File: src/rtl/desc_flush_ctrl.sv
module desc_flush_ctrl #(
  parameter int ADDR_W = 40,
  parameter int DATA_W = 32,
  parameter int LINES  = 8,
  parameter int NUM_W  = 16,
  parameter int SLOT_W = 2
) (
  input  logic              clk,
  input  logic              rst_n,
  input  logic              cmd_valid,
  output logic              cmd_ready,
  input  logic [NUM_W-1:0]  cmd_num,
  input  logic              cmd_stat_req,
  input  logic [ADDR_W-1:0] cmd_addr,
  input  logic              cmd_drain,
  input  logic              cmd_release,
  input  logic [SLOT_W-1:0] cmd_slot,
  input  logic              cmd_keep,
  input  logic              cmd_block,
  input  logic              cmd_all,
  input  logic              unb_valid,
  output logic              unb_ready,
  input  logic [NUM_W-1:0]  unb_num,
  input  logic              unb_whole,
  input  logic [SLOT_W-1:0] unb_slot,
  input  logic              fill_valid,
  input  logic [ADDR_W-1:0] fill_addr,
  input  logic [DATA_W-1:0] fill_data,
  input  logic [ADDR_W-1:0] q_addr,
  output logic              q_blocked,
  output logic              wb_valid,
  output logic [ADDR_W-1:0] wb_addr,
  output logic [DATA_W-1:0] wb_data,
  output logic              drain_req,
  input  logic              drain_done,
  output logic              st_valid,
  output logic [NUM_W-1:0]  st_num,
  output logic              st_err,
  output logic [1:0]        st_code,
  output logic              st_hit
);

  localparam int SLOTS = 1 << SLOT_W;
  localparam int IDX_W = $clog2(LINES);
  localparam logic [IDX_W-1:0] LAST = IDX_W'(LINES - 1);
  localparam logic [1:0] ERR_NONE = 2'd0;
  localparam logic [1:0] ERR_FREE = 2'd1;
  localparam logic [1:0] ERR_BUSY = 2'd2;

  typedef enum logic [1:0] {S_IDLE, S_DRAIN, S_LINE, S_WALK} state_t;

  state_t             state;
  logic [LINES-1:0]   line_vld;
  logic [ADDR_W-1:0]  line_tag [LINES];
  logic [DATA_W-1:0]  line_dat [LINES];
  logic [SLOTS-1:0]   slot_occ;
  logic [ADDR_W-1:0]  slot_addr [SLOTS];
  logic               gblk;
  logic [IDX_W-1:0]   widx;
  logic [NUM_W-1:0]   c_num;
  logic               c_stat;
  logic [ADDR_W-1:0]  c_addr;
  logic               c_keep;

  logic [SLOTS-1:0] q_match, f_match;
  for (genvar i = 0; i < SLOTS; i++) begin : g_slot_cmp
    assign q_match[i] = slot_occ[i] && (slot_addr[i] == q_addr);
    assign f_match[i] = slot_occ[i] && (slot_addr[i] == fill_addr);
  end

  wire              idle     = (state == S_IDLE);
  wire [IDX_W-1:0]  c_idx    = c_addr[IDX_W-1:0];
  wire [IDX_W-1:0]  f_idx    = fill_addr[IDX_W-1:0];
  wire              cur_vld  = line_vld[c_idx];
  wire              line_hit = cur_vld && (line_tag[c_idx] == c_addr);
  wire              fill_ok  = fill_valid && idle && !gblk && !(|f_match);
  wire              cmd_fire = cmd_valid && cmd_ready;
  wire              unb_fire = unb_valid && unb_ready;
  wire              sel_occ  = slot_occ[cmd_slot];
  wire              rel_bad  = cmd_release && !sel_occ;
  wire              busy_bad = cmd_block && sel_occ && !cmd_release;

  assign unb_ready = idle;
  assign cmd_ready = idle && !unb_valid;
  assign q_blocked = gblk || (|q_match);
  assign drain_req = (state == S_DRAIN);
  assign wb_valid  = ((state == S_LINE) && line_hit) || ((state == S_WALK) && line_vld[widx]);
  assign wb_addr   = (state == S_WALK) ? line_tag[widx] : c_addr;
  assign wb_data   = (state == S_WALK) ? line_dat[widx] : line_dat[c_idx];

  always_ff @(posedge clk) begin
    if (fill_ok) begin
      line_tag[f_idx] <= fill_addr;
      line_dat[f_idx] <= fill_data;
    end
  end

  always_ff @(posedge clk) begin
    if (!rst_n) begin
      line_vld <= '0;
    end else begin
      if (fill_ok) line_vld[f_idx] <= 1'b1;
      if (state == S_LINE && line_hit && !c_keep) line_vld[c_idx] <= 1'b0;
      if (state == S_WALK) line_vld[widx] <= 1'b0;
    end
  end

  always_ff @(posedge clk) begin
    if (!rst_n) begin
      state    <= S_IDLE;
      widx     <= '0;
      gblk     <= 1'b0;
      slot_occ <= '0;
      for (int i = 0; i < SLOTS; i++) slot_addr[i] <= '0;
      c_num    <= '0;
      c_stat   <= 1'b0;
      c_addr   <= '0;
      c_keep   <= 1'b0;
      st_valid <= 1'b0;
      st_num   <= '0;
      st_err   <= 1'b0;
      st_code  <= ERR_NONE;
      st_hit   <= 1'b0;
    end else begin
      st_valid <= 1'b0;
      unique case (state)
        S_IDLE: begin
          if (unb_fire) begin
            st_valid <= 1'b1;
            st_num   <= unb_num;
            st_hit   <= 1'b0;
            if (unb_whole) begin
              gblk    <= 1'b0;
              st_err  <= 1'b0;
              st_code <= ERR_NONE;
            end else if (!slot_occ[unb_slot]) begin
              st_err  <= 1'b1;
              st_code <= ERR_FREE;
            end else begin
              slot_occ[unb_slot] <= 1'b0;
              st_err  <= 1'b0;
              st_code <= ERR_NONE;
            end
          end else if (cmd_fire) begin
            c_num  <= cmd_num;
            c_stat <= cmd_stat_req;
            c_addr <= cmd_addr;
            c_keep <= cmd_keep;
            if (cmd_all) begin
              gblk  <= 1'b1;
              widx  <= '0;
              state <= S_WALK;
            end else if (rel_bad || busy_bad) begin
              st_valid <= cmd_stat_req;
              st_num   <= cmd_num;
              st_err   <= 1'b1;
              st_code  <= rel_bad ? ERR_FREE : ERR_BUSY;
              st_hit   <= 1'b0;
            end else begin
              if (cmd_release) slot_occ[cmd_slot] <= 1'b0;
              if (cmd_block) begin
                slot_occ[cmd_slot]  <= 1'b1;
                slot_addr[cmd_slot] <= cmd_addr;
              end
              state <= cmd_drain ? S_DRAIN : S_LINE;
            end
          end
        end
        S_DRAIN: begin
          if (drain_done) state <= S_LINE;
        end
        S_LINE: begin
          state    <= S_IDLE;
          st_valid <= c_stat;
          st_num   <= c_num;
          st_err   <= 1'b0;
          st_code  <= ERR_NONE;
          st_hit   <= line_hit;
        end
        S_WALK: begin
          widx <= widx + 1'b1;
          if (widx == LAST) begin
            state    <= S_IDLE;
            st_valid <= c_stat;
            st_num   <= c_num;
            st_err   <= 1'b0;
            st_code  <= ERR_NONE;
            st_hit   <= 1'b0;
          end
        end
        default: state <= S_IDLE;
      endcase
    end
  end

  a_r2_line_dropped: assert property (@(posedge clk) disable iff (!rst_n)
    (state == S_LINE && !c_keep && line_hit) |=> !cur_vld);

  a_r3_line_kept: assert property (@(posedge clk) disable iff (!rst_n)
    (state == S_LINE && c_keep && line_hit) |=> cur_vld);

  a_r4_error_no_writeback: assert property (@(posedge clk) disable iff (!rst_n)
    (st_valid && st_err) |-> !$past(wb_valid));

  a_r9_walk_keeps_slots: assert property (@(posedge clk) disable iff (!rst_n)
    (state == S_WALK) |=> $stable(slot_occ));

  a_r9_blocked_after_walk: assert property (@(posedge clk) disable iff (!rst_n)
    (state == S_WALK && widx == LAST) |=> q_blocked);

  a_r10_drain_holds: assert property (@(posedge clk) disable iff (!rst_n)
    (drain_req && !drain_done) |=> drain_req);

  a_r10_no_wb_in_drain: assert property (@(posedge clk) disable iff (!rst_n)
    drain_req |-> !wb_valid);

  a_r12_single_accept: assert property (@(posedge clk) disable iff (!rst_n)
    $onehot0({cmd_fire, unb_fire}));

endmodule

File: config.mk
export PLATFORM = sky130hd
export DESIGN_NAME = desc_flush_ctrl
export DESIGN_NICKNAME = d
export VERILOG_FILES = /design/src/rtl/desc_flush_ctrl.sv
export SDC_FILE = /design/constraint.sdc
export NUM_CORES = 1
export LEC_CHECK = 0
export BUFFER_PORTS_ARGS = -buffer_cell sky130_fd_sc_hd__buf_2
export CAP_MARGIN = 20
export CORE_MARGIN = 2
export CORE_UTILIZATION = 30
export CTS_CLUSTER_SIZE = 28
export DETAILED_ROUTE_END_ITERATION = 10
export GPL_TIMING_DRIVEN = 0
export HOLD_SLACK_MARGIN = 0.12
export PLACE_DENSITY = 0.49
export SLEW_MARGIN = 40
export SYNTH_ARGS = -nofsm -noshare
export SYNTH_HDL_FRONTEND = slang
export SYNTH_SLANG_ARGS = --single-unit
File: constraint.sdc
create_clock -name clk -period 12.6 [get_ports clk]
set_input_delay 0.63 -clock clk [delete_from_list [all_inputs] [get_ports clk]]
set_output_delay 0.63 -clock clk [all_outputs]
set_load 0.02 [all_outputs]
==> flow_summary.toml, run 1 <==
[floorplanning]
core_um2 = 135500
fp-row-count = 135
io_pins = 299
start_util_pct = 30.22
fp.dieArea_um2 = 139400
die_h_um = 373.4
die_w_um = 373.4

[global_routing]
antenna_found_initial = 25
grt_pass1_vias = 28390
grt_usage_pct = 21.88
grt-ovfl-total = 0
grt_pass1_wl_mm = 215.6
grt_max_degree = 41

[yosys]
ys_warn_count = 0
synth_top_area_share_pct = 53.99
ys.flop_type = "edfxtp_1"
async_reset_ff_share_pct = 0
ys_seq_elements = 839
synth_area_leader_cell = "edfxtp_1"
synth.most_common_cell = "edfxtp_1"
synth_edf_count = 736
synth_nets = 2986
syn_area_um2 = 40940
synth_area_leaders = "edfxtp_1 54%, mux4_2 14%, dfxtp_1 5.0%"
synth_commonest_cells = "736 x edfxtp_1, 258 x mux4_2, 211 x xnor2_1"
ys_seq_area_share_pct = 59.02
ys_types = 65
synth_cells = 2783
syn_avg_cell_area_um2 = 14.71

[clock_tree]
clkSinkCount = 839
cts_root_buf = "clkbuf_16"
numCtsBuffers = 92
cts_tree = "built"
htreeDepth = 3
clockBufferDepth = 3
hold_buffers = 0
cts-resized-gates = 0
insertion_delay_ns = 0.71
postCtsSetupRepairBufs = 0
clk_pin_slew_worst_paths_ns = 0.07

[critical_path]
slowest_delay_ns = 0.51
reg2reg_depth = 10
critPathLaunchType = "flip-flop"
cp_cell_sequence = "buf_2, buf_6, buf_2, buf_2, buf_2, mux2i_1, xor2_1, and4_1, buf_1, a31o_1, buf_2"
path_max_fanout = 10
worst_setup_path_end_kind = "output pin"
required_ns = 11.97
worstSetupPathType = "flip-flop to output pin"
worstReg2RegEnd = "line_vld[6]$_SDFF_PN0_"
crit_arrival_ns = 5.22
reg2reg_setup_slack_ns = 8.28
cp_common_cell = "buf_2"
slowest_stage = "buf_2"

[sta]
setup_viol = 0
drv_slew = 0
fmax_ghz = 0.1710
rsz0062_at_grt = "no"
period_needed_ns = 5.850
hold_viol = 0
relSlewSlack_pct = 40.62
finalCritPeriodShare_pct = 46.43
tns_ns = 0
tightest_slew_ns = 0.8875
skew_ns = 0.02955

[drt]
vias = 27970
drt_iter0_markers = 2819
routed_wl_mm = 155.8
vias_per_cell = 5.349
avgRoutedWirePerCell_um = 29.80
drc = 0
postRouteAntennaNets = 0
dr.pass1.iters = 7

[power_and_ir_drop]
ir_drop_mv = 0.09250
swShare_pct = 26.11
p_leak_nw = 17.01
p_clk_share_pct = 40.8
p_int_w = 0.004938
powerDensity_nw_per_um2 = 136.8
p_sw_w = 0.001745
combPwrFrac_pct = 11.6
seq_power_share_pct = 47.5

[run_status]
status = "finished clean"

[flow_run]
cap_viol_max_count = 0

[placement]
dp_hpwl_mm = 120.6
io_buffer_count = 295
place_congestion = 0.9474

[final_layout]
nets = 3559
drive_gt1_share_pct = 28.27
final_util_pct = 36.06
syn_to_final_growth_pct = 19.33

[hold_path]
worstHoldStart = "cmd_num[3]"
min_delay_path_depth = 3
hold_class = "input port to flip-flop"
hold_end = "c_num[3]$_SDFFE_PN0P_"
[layout make-up]
type,count,area [µm²]
antenna,12,30.03
multi-input combinational,1727,15950
buffer,200,900.9
timing repair buffer,479,2507
sequential,839,24160
inverter,17,63.81
clock inverter,57,539.3
fill,13180,86620
clock buffer,116,2464
tap,1781,2228
[power groups by stage]
stage          Clock (W)  Combinational (W)  Sequential [W]
3_3_place_gp           0           0.000751         0.00326
3_5_place_dp           0           0.000776         0.00323
5_1_grt          0.00288           0.000820         0.00318
2_1_floorplan          0           0.000402         0.00323
6_report         0.00273           0.000777         0.00318
4_1_cts          0.00278           0.000778         0.00318
[layout by cell type, fill, tap and decap left out, types with 6 or more instances in the layout]
cell type and instances:
buf_4 29, and3_1 161, a21oi_1 123, mux2i_1 139
clkbuf_16 93, nand2_1 204, buf_1 7, nor4_2 6
nor4_1 42, buf_2 492, xor2_1 136, nand4_1 59
xnor2_1 211, inv_1 14, diode_2 12, o21ai_0 52
o22ai_1 21, mux4_1 8, nand3_1 20, dfxtp_1 103
a41oi_1 8, and2_1 6, a22oi_1 14, bufinv_16 8
clkinv_2 19, nand2b_1 11, nor2b_1 40, clkbuf_2 19
mux4_2 258, o221ai_1 11, mux2_2 7, nor2_1 57
clkinv_1 22, a221oi_1 7, buf_6 6, nor3_1 35
a211oi_1 32, edfxtp_1 736, clkbuf_1 139
[layer usage]
layer / share of wire (%) / wire length (µm) / global-route usage (%)
met1: 41 / 63350 / 28.32
met2: 49 / 76530 / 37.06
met3: 6.4 / 9978 / 3.498
met4: 3.8 / 5912 / 7.776
met5: 0.018 / 28 / 0
[flip-flops by register name (all words and copies together), names as in the netlist, 2 cells and up, named ones only]
register and cells:
line_vld 8, line_tag 320, c_addr 40, line_dat 256, c_num 16, widx 3
st_num 16, slot_addr 160, slot_occ 4, st_code 2, state 2
[metrics by stage]
| step | cell area (µm²) | hold WS [ns] | power (W) | setup WS [ns] | std cells |
|---|---|---|---|---|---|
| 6_report | 48850 | 0.1871 | 0.006683 | 6.750 | 5228 |
| 4_1_cts | 48810 | 0.1409 | 0.006729 | 6.836 | 5215 |
| 3_5_place_dp | 45810 | 0.4497 | 0.004010 | 7.515 | 5042 |
| 2_1_floorplan | 40940 | 0.4362 | 0.003637 | 3.145 | 2783 |
| 5_1_grt | 48840 | 0.1607 | 0.006887 | 6.777 | 5223 |
| 3_3_place_gp | 44640 | 0.4427 | 0.004014 | -8.251 | 4859 |
[worst max-delay path, delay by kind of cell (launching register included)]
kind	cells	cell delay, ns
XOR/XNOR	1	0.51
AO/OA/AOI/OAI	1	0.36
multiplexers	1	0.49
buffers and inverters	7	2.39
flip-flops	1	0.41
AND/OR/NAND/NOR	1	0.34
[cell families after synthesis]
family	after synthesis	share of synthesized area, %
flops	839	59.02
mux	412	18.30
fa+ha+maj	2	0.06112
simple gates	667	8.518
compound gates	299	4.441
xor+xnor	347	7.424
buf+inv	217	2.234
[worst max-delay path by stage]
stage / from / cells after the start / endpoint
2_1_floorplan: fill_addr[1] / 8 / line_vld[2]$_SDFF_PN0_
3_3_place_gp: fill_addr[0] / 10 / line_vld[3]$_SDFF_PN0_
3_5_place_dp: fill_addr[37] / 15 / line_dat[3][7]$_DFFE_PP_
4_1_cts: flip-flop / 11 / wb_valid
5_1_grt: flip-flop / 11 / wb_valid
6_report: flip-flop / 11 / wb_valid
Power figures use the tool's default switching activity.
==> inputs of run 2 (changes only) <==
==> constraint.sdc (replaced) <==
create_clock -name clk -period 6.05 [get_ports clk]
set_input_delay 0.3025 -clock clk [delete_from_list [all_inputs] [get_ports clk]]
set_output_delay 0.3025 -clock clk [all_outputs]
set_load 0.02 [all_outputs]
==> run 2 against run 1 <==
Compared with the run above: first-iteration DRC count increased by 16%; combinational power is 120% higher; critical path type unchanged; count of clock-buffer cells in the layout is 2 higher; flip-flop and latch count is the same; die area unchanged; routed wire length increased by 1.7%; clock skew up 0.0042 ns; critical path depth unchanged; sequential power is 110% higher.
==> flow_summary.toml, run 2 (synthesis results as in run 1) <==
[clock_tree]
cts-resized-gates = 0
cts_root_buf = "clkbuf_16"
clkSinkCount = 839
insertion_delay_ns = 0.69
htreeDepth = 3
postCtsSetupRepairBufs = 0
clockBufferDepth = 3
clk_pin_slew_worst_paths_ns = 0.06
numCtsBuffers = 94
cts_tree = "built"
hold_buffers = 156

[drt]
postRouteAntennaNets = 0
routed_wl_mm = 158.4
vias = 28470
drc = 0
dr.pass1.iters = 5
avgRoutedWirePerCell_um = 29.75
drt_iter0_markers = 3257
vias_per_cell = 5.346

[final_layout]
final_common_cell = "edfxtp_1"
largest_reg_flops = 320
final_cell_mix = "736 x edfxtp_1, 351 x buf_2, 258 x mux4_2"
syn_to_final_growth_pct = 23.40
reg_top3 = "line_tag: 320 flops, line_dat: 256 flops, slot_addr: 160 flops"
nets = 3659
top_register = "line_tag"
fin_area_um2 = 50520
drive_gt1_share_pct = 26.01
fillCellCount = 13100

[sta]
rsz0062_at_grt = "no"
fin_ws_ns = 0.7428
fmax_ghz = 0.1884
skew_ns = 0.03380
tns_ns = 0
finalCritPeriodShare_pct = 87.72
hold_viol = 0
drv_slew = 0
relSlewSlack_pct = 30.15
tightest_slew_ns = 1.037
setup_viol = 0
period_needed_ns = 5.307

[critical_path]
worstReg2RegEnd = "line_vld[2]$_SDFF_PN0_"
worstSetupPathType = "flip-flop to output pin"
worst_setup_path_end_kind = "output pin"
reg2reg_setup_slack_ns = 1.83
crit_arrival_ns = 5.00
path_max_fanout = 10
critPathLaunchType = "flip-flop"
required_ns = 5.75
reg2reg_depth = 10

[floorplanning]
io_pins = 299
fp-row-count = 135
core_um2 = 135500
start_util_pct = 30.22
fp.dieArea_um2 = 139400
die_w_um = 373.4
die_h_um = 373.4

[global_routing]
antenna_found_initial = 16
grt_pass1_vias = 28870
grt_usage_pct = 22.26
grt_pass1_wl_mm = 219.6
grt-ovfl-total = 0
grt_max_degree = 41

[run_status]
status = "finished clean"

[power_and_ir_drop]
p_total_w = 0.01408
ir_drop_mv = 0.2115
p_leak_nw = 17.41
powerDensity_nw_per_um2 = 278.7

[hold_path]
min_delay_path_depth = 5
worstHoldStart = "unb_num[10]"
hold_end = "st_num[10]$_SDFFE_PN0P_"
hold_class = "input port to flip-flop"

[placement]
placed_area_um2 = 45880
dp_hpwl_mm = 120.8
place_congestion = 0.9167
io_buffer_count = 295
place_ws_ns = 1.396

[flow_run]
cap_viol_max_count = 0
==> run 2: cell count changes in the layout (fill, tap and decap cells not counted), sizes merged <==
cell,previous run,this run
clkinvlp,3,4
buf,539,481
clkbuf,256,258
bufinv,8,7
diode,12,11
clkinv,44,43
inv,19,18
dlygate4sd3,0,156
==> run 2: power breakdown <==
part,internal [W],leakage (nW),switching [W]
sequential,0.00649,7.71,0.000130
clock,0.00329,1.49,0.00245
combinational,0.000631,8.21,0.00109
total,0.0104,17.4,0.00367
==> run 2: worst max-delay path, stage by stage (launching register included) <==
cell     delay (ns)
dfxtp_1        0.35
buf_2          0.19
buf_6          0.18
buf_2          0.34
buf_2          0.47
buf_2          0.57
mux2i_1        0.42
xor2_1         0.36
nand4_1        0.20
nor4_4         0.72
a31o_1         0.30
buf_2          0.19
==> run 2: worst max path at each step <==
stage | from | end | slack, ns | depth (start not counted)
after detailed placement | fill_addr[37] | line_dat[4][8]$_DFFE_PP_ | 1.40 | 14
after global routing | flip-flop | wb_valid | 0.64 | 12
after global placement | fill_addr[0] | line_vld[0]$_SDFF_PN0_ | -9.46 | 10
after floorplan | state[1]$_SDFFE_PN0P_ | line_vld[0]$_SDFF_PN0_ | -1.24 | 6
after CTS | flip-flop | wb_valid | 0.72 | 12
final | flip-flop | wb_valid | 0.74 | 11
==> run 2: per-stage QoR <==
| step | hold WS (ns) | cells | utilization [%] |
|---|---|---|---|
| 2_1_floorplan | 0.4014 | 2783 | - |
| 3_3_place_gp | 0.4426 | 4859 | 32.98 |
| 3_5_place_dp | 0.4503 | 4985 | 33.87 |
| 4_1_cts | 0.1249 | 5314 | 37.26 |
| 5_1_grt | 0.1821 | 5323 | 37.29 |
| 6_report | 0.1602 | 5325 | 37.29 |
==> run 2: layer usage <==
| metal | vias up | GRT usage (%) | routed length (µm) |
|---|---|---|---|
| li1 | 12270 | - | - |
| met1 | 14760 | 28.89 | 65000 |
| met2 | 1199 | 37.76 | 77560 |
| met3 | 248 | 3.632 | 10180 |
| met4 | 2 | 7.417 | 5680 |
| met5 | - | 0 | 13 |
==> run 2: area by class of cell <==
cell class,instances,area [µm²],share of cell area (%)
Antenna cell,11,27.53,0.05449
Clock inverter,55,474.2,0.9387
Sequential cell,839,24160,47.83
Buffer,200,905.9,1.793
Multi-Input combinational cell,1727,16020,31.71
Tap cell,1781,2228,4.411
Timing Repair Buffer,577,4078,8.072
Inverter,17,63.81,0.1263
Clock buffer,118,2556,5.060
==> inputs of run 3 (changes only) <==
--- a/config.mk
+++ b/config.mk
@@ -13,7 +13,6 @@
 export DETAILED_ROUTE_END_ITERATION = 10
 export GPL_TIMING_DRIVEN = 0
 export HOLD_SLACK_MARGIN = 0.12
-export PLACE_DENSITY = 0.49
 export SLEW_MARGIN = 40
 export SYNTH_ARGS = -nofsm -noshare
 export SYNTH_HDL_FRONTEND = slang
==> run 3 against run 2 <==
Compared with the run above: highest routed layer unchanged; count of clock-buffer cells in the layout grew 3; non-clock buffer count shrank 9; setup slack gained 0.21 ns; clock power shrank 4.5%; critical endpoint unchanged; first-iteration DRC count grew 15%; register-to-register slack gained 0.06 ns; routed wire length shrank 4.9%; design area shrank 0.58%; final cell count shrank 0.21%; sequential share of layout area grew 0.28 points; flip-flop and latch count is the same.
==> flow_summary.toml, run 3 (synthesis results as in run 1) <==
[clock_tree]
clockBufferDepth = 3
insertion_delay_ns = 0.70
clkSinkCount = 839
cts_tree = "built"
numCtsBuffers = 92
cts_root_buf = "clkbuf_16"
htreeDepth = 3
clk_pin_slew_worst_paths_ns = 0.06
postCtsSetupRepairBufs = 0

[critical_path]
critPathLaunchType = "flip-flop"
slowest_delay_ns = 0.70
crit_arrival_ns = 4.79
critPathTopFamily = "buffers and inverters"
cp_cell_sequence = "buf_2, buf_6, buf_2, buf_2, buf_2, mux2i_1, xor2_1, nand4_1, nor4_4, a31o_1, buf_2"
r2r_start = "slot_addr[1][12]$_SDFFCE_PN0P_"
cp_common_cell = "buf_2"
worst_setup_path_end_kind = "output pin"
worstSetupPathType = "flip-flop to output pin"
path_max_fanout = 10
slowest_stage = "nor4_4"
path_buf_inv = 6
required_ns = 5.75

[hold_path]
hold_class = "input port to flip-flop"
worstHoldStart = "unb_slot[0]"

[sta]
fin_ws_ns = 0.9527
rsz0062_at_grt = "no"
period_needed_ns = 5.097
skew_ns = 0.03566
tightest_slew_ns = 0.9718
relSlewSlack_pct = 35.21
setup_viol = 0
drv_slew = 0
finalCritPeriodShare_pct = 84.25
tns_ns = 0
fmax_ghz = 0.1962
hold_viol = 0

[power_and_ir_drop]
combPwrFrac_pct = 12.3
p_leak_nw = 17.21
swShare_pct = 25.94
p_clk_share_pct = 39.7
p_total_w = 0.01380
p_int_w = 0.01022
ir_drop_mv = 0.1957
seq_power_share_pct = 47.9
powerDensity_nw_per_um2 = 274.7
p_sw_w = 0.003579

[floorplanning]
fp-row-count = 135
io_pins = 299
fp.dieArea_um2 = 139400
die_w_um = 373.4
die_h_um = 373.4
start_util_pct = 30.22
core_um2 = 135500

[final_layout]
nets = 3648
syn_to_final_growth_pct = 22.68
fillCellCount = 12970
fin_cells = 5314
final_common_cell = "edfxtp_1"
fin_area_um2 = 50220
drive_gt1_share_pct = 25.28
largest_reg_flops = 320
reg_top3 = "line_tag: 320 flops, line_dat: 256 flops, slot_addr: 160 flops"
top_register = "line_tag"
final_cell_mix = "736 x edfxtp_1, 347 x buf_2, 258 x mux4_2"

[run_status]
status = "finished clean"

[drt]
vias_per_cell = 5.482
vias = 29130
drt_iter0_markers = 3739
postRouteAntennaNets = 0
dr.pass1.iters = 6
drc = 0
routed_wl_mm = 150.7
avgRoutedWirePerCell_um = 28.36

[global_routing]
antenna_found_initial = 18
grt_pass1_wl_mm = 210.5
grt_usage_pct = 21.07
grt_max_degree = 41
grt_pass1_vias = 28880
grt-ovfl-total = 0

[placement]
post-place-cells = 4977
io_buffer_count = 295
placed_area_um2 = 45760
place_congestion = 0.9606
dp_hpwl_mm = 114.8
place_ws_ns = 1.394

[flow_run]
cap_viol_max_count = 0
[run 3: cell types whose count changed in the layout (fill, tap and decap cells not counted), moves of 2 or more]
cell	before	now
clkbuf_2	23	14
clkbuf_8	5	3
buf_12	2	0
clkbuf_1	133	150
o21ai_1	3	8
clkinv_1	22	20
o21ai_0	54	49
buf_6	25	21
buf_1	7	9
bufinv_16	7	5
clkbuf_16	97	94
buf_2	351	347
[run 3: layout make-up]
class	instances	area, µm²	share of cell area, %
antenna	12	30.03	0.05979
buffer	200	892.1	1.776
clock buffer	121	2484	4.945
clock inverter	49	395.4	0.7872
inverter	17	63.81	0.1271
multi-input combinational	1727	16010	31.89
sequential	839	24160	48.11
tap	1781	2228	4.437
timing repair buffer	568	3953	7.870
[run 3: worst register-to-register path, stage by stage, from the launching register on]
cell	delay [ns]
edfxtp_1	0.45
xnor2_1	0.16
nand4_1	0.26
nor4_1	0.14
nand4_1	0.17
nand3_1	0.60
nor3_2	0.77
buf_2	0.33
buf_4	0.19
buf_4	0.16
buf_2	0.21
buf_2	0.25
buf_6	0.16
[run 3: metal layers]
metal	global-route usage, %	vias up	wire [µm]	part of all wire, %
li1	-	12260	-	-
met1	27.59	14740	58990	39
met2	34.65	1798	70910	47
met3	4.133	321	14670	9.7
met4	7.631	10	6097	4.0
met5	0	-	59	0.039
[run 3: what timing repair did]
action,4_1_cts,5_1_grt
hold endpoints to repair,819,0
hold buffers,155,0
gates resized for setup,0,0
[run 3: worst paths after layout]
check | slack, ns | depth (start not counted) | to
min | 0.17 | 5 | slot_occ[2]$_SDFFE_PN0P_
max reg2reg | 1.89 | 12 | line_dat[0][5]$_DFFE_PP_
max | 0.95 | 11 | wb_valid
min reg2reg | 0.46 | 2 | c_stat$_SDFFE_PN0P_
[run 3: power groups by stage]
stage                     combinational, W  sequential, W  clock [W]
after CTS                          0.00169        0.00661    0.00553
after global placement             0.00154        0.00677          0
final                              0.00170        0.00661    0.00548
after detailed placement           0.00159        0.00673          0
after global routing               0.00179        0.00663    0.00575
after floorplan                   0.000840        0.00673          0
[run 3: stage by stage]
| step | hold WS (ns) | util [%] |
|---|---|---|
| 3_5_place_dp | 0.4509 | 33.78 |
| 5_1_grt | 0.2045 | 37.06 |
| 3_3_place_gp | 0.4426 | 32.98 |
| 4_1_cts | 0.1395 | 37.05 |
| 6_report | 0.1699 | 37.07 |
| 2_1_floorplan | 0.4014 | - |
